**config.mk**
```make
export PLATFORM = sky130hd
export DESIGN_NAME = serial_tx_engine
export DESIGN_NICKNAME = d
export VERILOG_FILES = /design/src/rtl/stx_pkg.sv /design/src/rtl/stx_parity.sv /design/src/rtl/stx_hold_ctrl.sv /design/src/rtl/stx_frame_seq.sv /design/src/rtl/serial_tx_engine.sv
export SDC_FILE = /design/constraint.sdc
export NUM_CORES = 1
export LEC_CHECK = 0
export BUFFER_PORTS_ARGS = -buffer_cell sky130_fd_sc_hd__buf_4
export CAP_MARGIN = 40
export CORE_ASPECT_RATIO = 0.8
export CORE_MARGIN = 5
export CORE_UTILIZATION = 57
export CTS_CLUSTER_SIZE = 30
export DETAILED_ROUTE_END_ITERATION = 10
export PLACE_DENSITY = 0.79
export SLEW_MARGIN = 15
export SYNTH_ARGS = -nofsm -noshare
export SYNTH_HDL_FRONTEND = slang
export SYNTH_SLANG_ARGS = --single-unit
```
**constraint.sdc**
```tcl
create_clock -name clk -period 2.5 [get_ports clk]
set_input_delay 0.125 -clock clk [delete_from_list [all_inputs] [get_ports clk]]
set_output_delay 0.125 -clock clk [all_outputs]
set_load 0.005 [all_outputs]
```
**src/rtl/stx_pkg.sv**
```systemverilog
package stx_pkg;

    typedef enum logic [2:0] {
        ST_IDLE,
        ST_START,
        ST_DATA,
        ST_EXTRA,
        ST_STOP
    } stx_state_e;

    typedef enum logic [1:0] {
        EXB_NONE = 2'd0,
        EXB_EVEN = 2'd1,
        EXB_ODD  = 2'd2,
        EXB_MPB  = 2'd3
    } extra_mode_e;

endpackage

```
**src/rtl/stx_parity.sv**
```systemverilog
module stx_parity #(
    parameter int DATA_W = 8
) (
    input  logic [DATA_W-1:0] data_i,
    input  logic              short_i,
    output logic              odd_ones_o
);
    logic [DATA_W-1:0] masked;

    // The top data bit only counts in full-width mode.
    for (genvar g = 0; g < DATA_W; g++) begin : g_mask
        if (g == DATA_W - 1) begin : g_top
            assign masked[g] = data_i[g] & ~short_i;
        end else begin : g_low
            assign masked[g] = data_i[g];
        end
    end

    assign odd_ones_o = ^masked;
endmodule

```
**src/rtl/stx_hold_ctrl.sv**
```systemverilog
module stx_hold_ctrl #(
    parameter int DATA_W = 8
) (
    input  logic              clk,
    input  logic              rst_n,
    input  logic              wr_en_i,
    input  logic [DATA_W-1:0] wr_data_i,
    input  logic              wr_mpb_i,
    input  logic              ie_empty_i,
    input  logic              ie_end_i,
    input  logic              load_i,
    input  logic              end_set_i,
    output logic              avail_o,
    output logic [DATA_W-1:0] hold_data_o,
    output logic              hold_mpb_o,
    output logic              empty_o,
    output logic              end_o,
    output logic              irq_empty_o,
    output logic              irq_end_o
);
    typedef struct packed {
        logic [DATA_W-1:0] data;
        logic              mpb;
        logic              empty;
        logic              tend;
        logic              irq_e;
        logic              irq_t;
    } hold_t;

    hold_t hold_d, hold_q;

    always_comb begin
        hold_d       = hold_q;
        hold_d.irq_e = 1'b0;
        hold_d.irq_t = 1'b0;
        if (wr_en_i) begin
            // A host write takes priority over any flag update.
            hold_d.data  = wr_data_i;
            hold_d.mpb   = wr_mpb_i;
            hold_d.empty = 1'b0;
            hold_d.tend  = 1'b0;
        end else begin
            if (load_i) begin
                hold_d.empty = 1'b1;
                hold_d.irq_e = ie_empty_i;
            end
            if (end_set_i) begin
                hold_d.tend  = 1'b1;
                hold_d.irq_t = ie_end_i;
            end
        end
    end

    always_ff @(posedge clk or negedge rst_n) begin
        if (!rst_n) begin
            hold_q <= '{data: '0, mpb: 1'b0, empty: 1'b1, tend: 1'b1,
                        irq_e: 1'b0, irq_t: 1'b0};
        end else begin
            hold_q <= hold_d;
        end
    end

    // A load is only offered when no write competes in the same cycle.
    assign avail_o     = ~hold_q.empty & ~wr_en_i;
    assign hold_data_o = hold_q.data;
    assign hold_mpb_o  = hold_q.mpb;
    assign empty_o     = hold_q.empty;
    assign end_o       = hold_q.tend;
    assign irq_empty_o = hold_q.irq_e;
    assign irq_end_o   = hold_q.irq_t;


    write_clears_flags_chk: assert property (@(posedge clk) disable iff (!rst_n)
        wr_en_i |=> (!empty_o && !end_o));


    load_needs_data_chk: assert property (@(posedge clk) disable iff (!rst_n)
        load_i |-> !hold_q.empty);


    irq_empty_flag_chk: assert property (@(posedge clk) disable iff (!rst_n)
        irq_empty_o |-> empty_o);


    irq_end_flag_chk: assert property (@(posedge clk) disable iff (!rst_n)
        irq_end_o |-> end_o);
endmodule

```
**src/rtl/stx_frame_seq.sv**
```systemverilog
module stx_frame_seq
    import stx_pkg::*;
#(
    parameter int DATA_W = 8
) (
    input  logic              clk,
    input  logic              rst_n,
    input  logic              tick_i,
    input  logic              avail_i,
    input  logic [DATA_W-1:0] hold_data_i,
    input  logic              hold_mpb_i,
    input  logic              odd_ones_i,
    input  logic              cfg_short_i,
    input  logic [1:0]        cfg_extra_i,
    input  logic              cfg_two_stop_i,
    output logic              load_o,
    output logic              end_set_o,
    output logic              txd_o
);
    localparam int CNT_W = $clog2(DATA_W + 1);
    localparam logic [CNT_W-1:0] FULL_BITS  = CNT_W'(DATA_W);
    localparam logic [CNT_W-1:0] SHORT_BITS = CNT_W'(DATA_W - 1);

    typedef struct packed {
        stx_state_e        state;
        logic [DATA_W-1:0] shift;
        logic [CNT_W-1:0]  cnt;
        logic              short_m;
        extra_mode_e       extra;
        logic              two_stop;
        logic              xbit;
        logic              stop_left;
        logic              queued;
        logic              txd;
    } seq_t;

    seq_t seq_d, seq_q;
    logic [CNT_W-1:0] nbits;
    logic             xbit_new;
    logic             last_check;

    assign nbits = seq_q.short_m ? SHORT_BITS : FULL_BITS;

    // Bit after the data, from the configuration at load time.
    always_comb begin
        unique case (extra_mode_e'(cfg_extra_i))
            EXB_EVEN: xbit_new = odd_ones_i;
            EXB_ODD:  xbit_new = ~odd_ones_i;
            EXB_MPB:  xbit_new = hold_mpb_i;
            default:  xbit_new = 1'b0;
        endcase
    end

    always_comb begin
        seq_d      = seq_q;
        load_o     = 1'b0;
        end_set_o  = 1'b0;
        last_check = 1'b0;
        if (tick_i) begin
            unique case (seq_q.state)
                ST_IDLE: begin
                    seq_d.txd = 1'b1;
                    if (avail_i) begin
                        load_o      = 1'b1;
                        seq_d.state = ST_START;
                        seq_d.txd   = 1'b0;
                    end
                end
                ST_START: begin
                    seq_d.txd   = seq_q.shift[0];
                    seq_d.shift = seq_q.shift >> 1;
                    seq_d.cnt   = CNT_W'(1);
                    seq_d.state = ST_DATA;
                end
                ST_DATA: begin
                    if (seq_q.cnt == nbits) begin
                        if (seq_q.extra != EXB_NONE) begin
                            seq_d.state = ST_EXTRA;
                            seq_d.txd   = seq_q.xbit;
                        end else begin
                            seq_d.state     = ST_STOP;
                            seq_d.txd       = 1'b1;
                            seq_d.stop_left = seq_q.two_stop;
                            last_check      = ~seq_q.two_stop;
                        end
                    end else begin
                        seq_d.txd   = seq_q.shift[0];
                        seq_d.shift = seq_q.shift >> 1;
                        seq_d.cnt   = seq_q.cnt + CNT_W'(1);
                    end
                end
                ST_EXTRA: begin
                    seq_d.state     = ST_STOP;
                    seq_d.txd       = 1'b1;
                    seq_d.stop_left = seq_q.two_stop;
                    last_check      = ~seq_q.two_stop;
                end
                ST_STOP: begin
                    if (seq_q.stop_left) begin
                        seq_d.stop_left = 1'b0;
                        last_check      = 1'b1;
                    end else if (seq_q.queued) begin
                        seq_d.queued = 1'b0;
                        seq_d.state  = ST_START;
                        seq_d.txd    = 1'b0;
                    end else begin
                        seq_d.state = ST_IDLE;
                        seq_d.txd   = 1'b1;
                    end
                end
                default: begin
                    seq_d.state = ST_IDLE;
                    seq_d.txd   = 1'b1;
                end
            endcase

            // Start of the last stop bit: queue the next character or finish.
            if (last_check) begin
                if (avail_i) begin
                    load_o       = 1'b1;
                    seq_d.queued = 1'b1;
                end else begin
                    end_set_o = 1'b1;
                end
            end

            if (load_o) begin
                seq_d.shift    = hold_data_i;
                seq_d.short_m  = cfg_short_i;
                seq_d.extra    = extra_mode_e'(cfg_extra_i);
                seq_d.two_stop = cfg_two_stop_i;
                seq_d.xbit     = xbit_new;
            end
        end
    end

    always_ff @(posedge clk or negedge rst_n) begin
        if (!rst_n) begin
            seq_q <= '{state: ST_IDLE, shift: '0, cnt: '0, short_m: 1'b0,
                       extra: EXB_NONE, two_stop: 1'b0, xbit: 1'b0,
                       stop_left: 1'b0, queued: 1'b0, txd: 1'b1};
        end else begin
            seq_q <= seq_d;
        end
    end

    assign txd_o = seq_q.txd;


    state_on_tick_chk: assert property (@(posedge clk) disable iff (!rst_n)
        !tick_i |=> $stable(seq_q.state));


    queued_only_in_stop_chk: assert property (@(posedge clk) disable iff (!rst_n)
        seq_q.queued |-> (seq_q.state == ST_STOP));
endmodule

```
**src/rtl/serial_tx_engine.sv**
```systemverilog
module serial_tx_engine #(
    parameter int DATA_W = 8
) (
    input  logic              clk,
    input  logic              rst_n,
    input  logic              baud_tick,
    input  logic              wr_en,
    input  logic [DATA_W-1:0] wr_data,
    input  logic              wr_mpb,
    input  logic              cfg_short_data,
    input  logic [1:0]        cfg_extra_mode,
    input  logic              cfg_two_stop,
    input  logic              ie_empty,
    input  logic              ie_end,
    output logic              txd,
    output logic              empty_flag,
    output logic              end_flag,
    output logic              irq_empty,
    output logic              irq_end
);
    logic              avail;
    logic              load;
    logic              end_set;
    logic              odd_ones;
    logic              hold_mpb;
    logic [DATA_W-1:0] hold_data;

    stx_hold_ctrl #(.DATA_W(DATA_W)) u_hold (
        .clk         (clk),
        .rst_n       (rst_n),
        .wr_en_i     (wr_en),
        .wr_data_i   (wr_data),
        .wr_mpb_i    (wr_mpb),
        .ie_empty_i  (ie_empty),
        .ie_end_i    (ie_end),
        .load_i      (load),
        .end_set_i   (end_set),
        .avail_o     (avail),
        .hold_data_o (hold_data),
        .hold_mpb_o  (hold_mpb),
        .empty_o     (empty_flag),
        .end_o       (end_flag),
        .irq_empty_o (irq_empty),
        .irq_end_o   (irq_end)
    );

    stx_parity #(.DATA_W(DATA_W)) u_par (
        .data_i     (hold_data),
        .short_i    (cfg_short_data),
        .odd_ones_o (odd_ones)
    );

    stx_frame_seq #(.DATA_W(DATA_W)) u_seq (
        .clk            (clk),
        .rst_n          (rst_n),
        .tick_i         (baud_tick),
        .avail_i        (avail),
        .hold_data_i    (hold_data),
        .hold_mpb_i     (hold_mpb),
        .odd_ones_i     (odd_ones),
        .cfg_short_i    (cfg_short_data),
        .cfg_extra_i    (cfg_extra_mode),
        .cfg_two_stop_i (cfg_two_stop),
        .load_o         (load),
        .end_set_o      (end_set),
        .txd_o          (txd)
    );


    end_while_marking_chk: assert property (@(posedge clk) disable iff (!rst_n)
        $rose(end_flag) |-> txd);
endmodule

```
# Word level (Yosys, flattened, before mapping)
# Cells that the tools add are included.
totals:
  output_inout_bits: 5
  inputBits: 19
  memories: 0
  latch_bits: 0
  ram_bits: 0
  reg_bits: 36
  wordCells: 94
  mem_bits_ro: 0
classes:
  n_addsub: 1
  shift: 0
  magnitude_cmp: 0
  div: 0
  multipliers: 0
  bitwise_logic: 7
  mux: 42
  eq_ne: 14
  n_reduce_logical: 14
ops:
  columns: ["operator", "count"]
  rows:
  - ["$mux 1", 26]
  - ["$pmux 12 s2", 1]
  - ["$pmux 3 s5", 1]
  - ["$mux 12", 1]
  - ["$mux 3", 4]
  - ["$pmux 1 s3", 3]
  - ["$mux 8", 1]
  - ["$ne 2x2->1 const B", 4]
  - ["$reduce_and 4->1", 2]
  - ["$reduce_bool 2->1", 4]
  - ["$reduce_xor 8->1", 1]
  - ["$eq 3x2->1 const B", 2]
  - ["$mux 2", 3]
  - ["$reduce_and 3->1", 2]
  - ["$reduce_bool 3->1", 2]
  - ["$not 1->1", 5]
  - ["$add 4x1->4 const B", 1]
  - ["$eq 2x2->1 const B", 2]
  - ["$eq 4x4->1", 1]
  - ["$mux 4", 1]
  - ["$pmux 1 s4", 1]
  - ["$reduce_and 2->1", 2]
  - ["$eq 3x1->1 const B", 1]
  - ["$eq 3x3->1 const B", 1]
  - ["other kinds (5)", 6]

# Depth between registers and ports, before layout
logic_depth:
  depth_word: 10
  depth_mapped: 7
  ltp_nobuf: 5

# Cells and area by module
# From an unflattened synthesis, not the netlist that was laid out.
unflattened:
  hier_cells: 174
  hier_area_um2: 1909.3
modules_own_cells:
  columns: ["module", "cells_each", "area_per_inst_um2", "seq_area_each_um2", "instances"]
  rows:
  - ["stx_frame_seq", 139, 1328.8, 576.8, 1]
  - ["stx_hold_ctrl", 28, 500.5, 327.8, 1]
  - ["stx_parity", 7, 80.1, 0.0, 1]

# Least setup slack after synthesis
# Ideal clock, no wire load.
synth_timing:
  path_kind: "register to register"
  start: "register u_seq.seq_q[20] (netlist bit)"
  end: "register u_seq.seq_q[5] (netlist bit)"
  t_arrival_ps: 1639
  required_time_ps: 2375
  setup_ps: 125
  stages_incl_launch_ff: 7
  n_path_buf: 2
  slack_ps: 736
  synth_period_minus_slack_ps: 1764
  cell_sequence: "dfrtp_1 buf_2 nor3b_4 nand4_1 o22ai_2 buf_4 mux2_2"
synth_between:
  elab_chain_len: 6
  elab_cells_between_ends: 11
  classes_between: "3 x eq/ne; 6 x mux; 2 x reduce/logical"
synth_lines:
  columns: ["element", "line_no", "source"]
  rows:
  - ["start, declared", "stx_frame_seq.sv:37", "seq_t seq_d, seq_q;"]
  - ["start signal, assigned", "stx_frame_seq.sv:139", "seq_q <= '{state: ST_IDLE, shift: '0, cnt: '0, short_m: 1'b0,"]
  - ["start signal, assigned", "stx_frame_seq.sv:143", "seq_q <= seq_d;"]
  - ["$eq 3x3->1 (tied with other cells)", "stx_frame_seq.sv:60", "unique case (seq_q.state)"]
  - ["$pmux 1 s3 / $mux 1 (equally long branches)", "stx_frame_seq.sv:60", null]
  - ["$mux 1, on equally long branches", "stx_frame_seq.sv:59, stx_frame_seq.sv:119", null]
  - ["$mux 1 *", "stx_frame_seq.sv:118", "if (last_check) begin"]
  - ["$mux 1 *", "stx_frame_seq.sv:59", "if (tick_i) begin"]
  - ["$reduce_and 2->1 (no source line) *", null, null]
# Every way passes the cells marked *; elsewhere a longest branch is shown, timed or not. The select of a mux whose other input is x is not followed.
# A chain may end at the register's enable or synchronous reset.

# Worst setup path after layout
layout_timing:
  start: "register u_seq.seq_q[22] (netlist bit)"
  end: "register u_seq.seq_q[6] (netlist bit)"
# Same word-level chain as after synthesis.

==> impl_metrics.json <==
{
  "fillCellCount": 229,
  "synth_area_um2": 1860,
  "required_ns": 2.67,
  "root_buffer": "clkbuf_8",
  "synth_edf_count": 0,
  "cts.sinks": 36,
  "tritoncts": "done",
  "arrival_ns": 2.30,
  "syn2layout_area_growth_pct": 15.5,
  "vias_per_cell": 5.91,
  "slew_headroom_pct": 63.8,
  "fin_setup_tns_ns": 0,
  "cts_setup_buffers": 0,
  "ys_types": 52,
  "routed_wl_um": 3620,
  "start_kind": "flip-flop",
  "ys_seq_area_share_pct": 48.6,
  "p_leak_nw": 0.937,
  "die-area_um2": 4520,
  "clockBufferDepth": 2,
  "cts.repair.resized": 0,
  "worst_pin_slew_ns": 0.542,
  "place.gp.congestion": 0.911,
  "crit_buf_inv": 0,
  "fin_total_pwr_mw": 2.28,
  "synth_cells": 160,
  "ant_nets": 0,
  "htree_levels": 2,
  "cts_buffers": 5,
  "dr.pass1.iters": 4,
  "fp.dieH_um": 61.1,
  "wl_per_cell_um": 16.1,
  "seq_power_share_pct": 44.9,
  "path_class": "flip-flop to flip-flop",
  "ys_warn_count": 0,
  "syn_avg_cell_area_um2": 11.6,
  "drc": 0,
  "crit_slowest_cell": "dfrtp_1",
  "crit_fanout": 16,
  "fmax_ghz": 0.469,
  "p_clk_share_pct": 18.1,
  "regArea_um2": 905,
  "p_int_mw": 1.46,
  "p_sw_share_pct": 35.9,
  "drt-initial-drc-count": 81,
  "powerDensity_nw_per_um2": 1060,
  "drive_gt1_share_pct": 29.7,
  "layout_commonest_cell": "dfrtp_1",
  "multi_input_area_um2": 908,
  "crit_chain": "nor4bb_2 > a211oi_2 > o22ai_2 > mux2_2",
  "ys_async_sr_fraction_pct": 100,
  "detailroute.via_count": 1330,
  "core_area_um2": 3110,
  "syn-num-nets": 180,
  "combPwrFrac_pct": 37.0,
  "peakVddDrop_mv": 0.564,
  "path_delay_family": "compound AO/OA/AOI/OAI gates",
  "layout_min_cycle_time_ns": 2.13,
  "rows": 18,
  "hold_buffers": 1,
  "io_pins": 24,
  "hold_viol": 0,
  "start_util_pct": 59.9,
  "placed_area_um2": 2050,
  "diodes": 0,
  "grt_pass1_vias": 1281,
  "dp_hpwl_um": 2690,
  "rsz0062_at_grt": "false",
  "clk_pin_slew_ns": 0.07,
  "finClkSkew_ns": 0.00452,
  "fp.dieW_um": 73.9,
  "fin_crit_sh_pct": 85.3,
  "outcome": "completed",
  "grt_pass1_wl_um": 6060,
  "fin_nets": 204,
  "ys_ff_latch": 36,
  "grtUsageTotal_pct": 18.0,
  "final_cells": 225,
  "placed_cells": 216,
  "synth-main-ff-cell": "dfrtp_1",
  "antenna_found_initial": 0,
  "fin_area_um2": 2150,
  "slowest_delay_ns": 0.57,
  "grt_max_degree": 37,
  "min_path_type": "input pin to flip-flop",
  "io_buffers": 23,
  "maxSlewViolCount": 0,
  "drv_cap": 0,
  "p_sw_mw": 0.819,
  "final_cell_mix": "33 x dfrtp_1, 23 x buf_4, 13 x mux2_2",
  "final-setup-viol-count": 0,
  "end_kind": "flip-flop",
  "globalRouteOverflowTotal": 0,
  "clock_latency_ns": 0.29
}
==> worst reg2reg max path, cell delays in order (launching register included) <==
cell and delay (ns):
dfrtp_1 0.57, nor4bb_2 0.48, a211oi_2 0.11, o22ai_2 0.47, mux2_2 0.39
==> flip-flops by register name (all words and copies together), names as in the netlist <==
name	flops
u_hold.end_o	1
u_seq.seq_q	22
u_seq.txd_o	1
u_hold.irq_end_o	1
u_hold.irq_empty_o	1
u_hold.hold_data_o	8
u_hold.empty_o	1
u_hold.hold_mpb_o	1
==> metal layers <==
metal	up-vias	global-route usage [%]	part of all wire (%)
li1	634	-	-
met1	656	26.3	50
met2	33	25.4	43
met3	7	4.57	5.5
met4	0	8.01	1.5
met5	-	0	0
==> final cells by class <==
| class | instances | share of cell area (%) |
|---|---|---|
| sequential | 36 | 42.1 |
| multi-input combinational | 113 | 42.2 |
| inverter | 4 | 0.698 |
| clock buffer | 8 | 4.19 |
| tap | 40 | 2.33 |
| timing repair buffer | 24 | 8.49 |
==> synthesized netlist by cell type, drive strengths merged, types with 4 or more instances <==
master  count  area (um^2)
buf         5         26.3
dfrtp      33          826
inv         4         15.0
mux2       14          158
nand2       9         33.8
nand2b      9         56.3
nor2       11         41.3
nor2b       4         27.5
o21ai       5         25.0
o221a       7         78.8
o31ai       4         35.0
xnor2       4         35.0
==> per-stage QoR <==
stage,setup slack (ns),util [%],hold WS [ns]
after floorplan,0.736,-,-0.171
after global placement,0.500,66.0,0.0962
after detailed placement,0.405,66.0,0.105
after CTS,0.390,69.2,0.0623
after global routing,0.296,69.2,0.0580
final,0.367,69.2,0.0678
==> logic make-up (layout without fill, tap and decap cells) <==
group                      Yosys count  count (layout)  share of synthesized area (%)
adders and majority gates            1               1                          0.672
DFF                                 36              36                           48.6
xor gates and xnor gates             8               8                           4.50
AOI/OAI and AO/OA                   37              37                           17.5
buffers and inverters               11              36                           2.62
and+or+nand+nor                     51              51                           16.5
muxes                               16              16                           9.54
==> worst paths after layout <==
path,endpoint,slack [ns],cells after the start,start
worst min-delay path,u_hold.hold_data_o[7],0.07,2,wr_data[7]
worst max register to register,u_seq.seq_q[6],0.37,4,u_seq.seq_q[22]
worst min register to register,u_hold.end_o,0.49,2,u_hold.end_o
worst max-delay path,u_seq.seq_q[6],0.37,4,u_seq.seq_q[22]
min in group asynchronous,u_hold.hold_mpb_o,0.34,2,rst_n
max in group asynchronous,u_seq.txd_o,1.82,2,rst_n
==> power groups by stage <==
stage          clock network, mW  registers, mW  logic [mW]
3_3_place_gp                   0           1.01       0.817
4_1_cts                    0.429           1.02       0.847
5_1_grt                    0.452           1.05       0.928
3_5_place_dp                   0           1.03       0.844
2_1_floorplan                  0          0.931       0.731
6_report                   0.414           1.02       0.843
No activity file was read; power rests on OpenSTA's default activity.
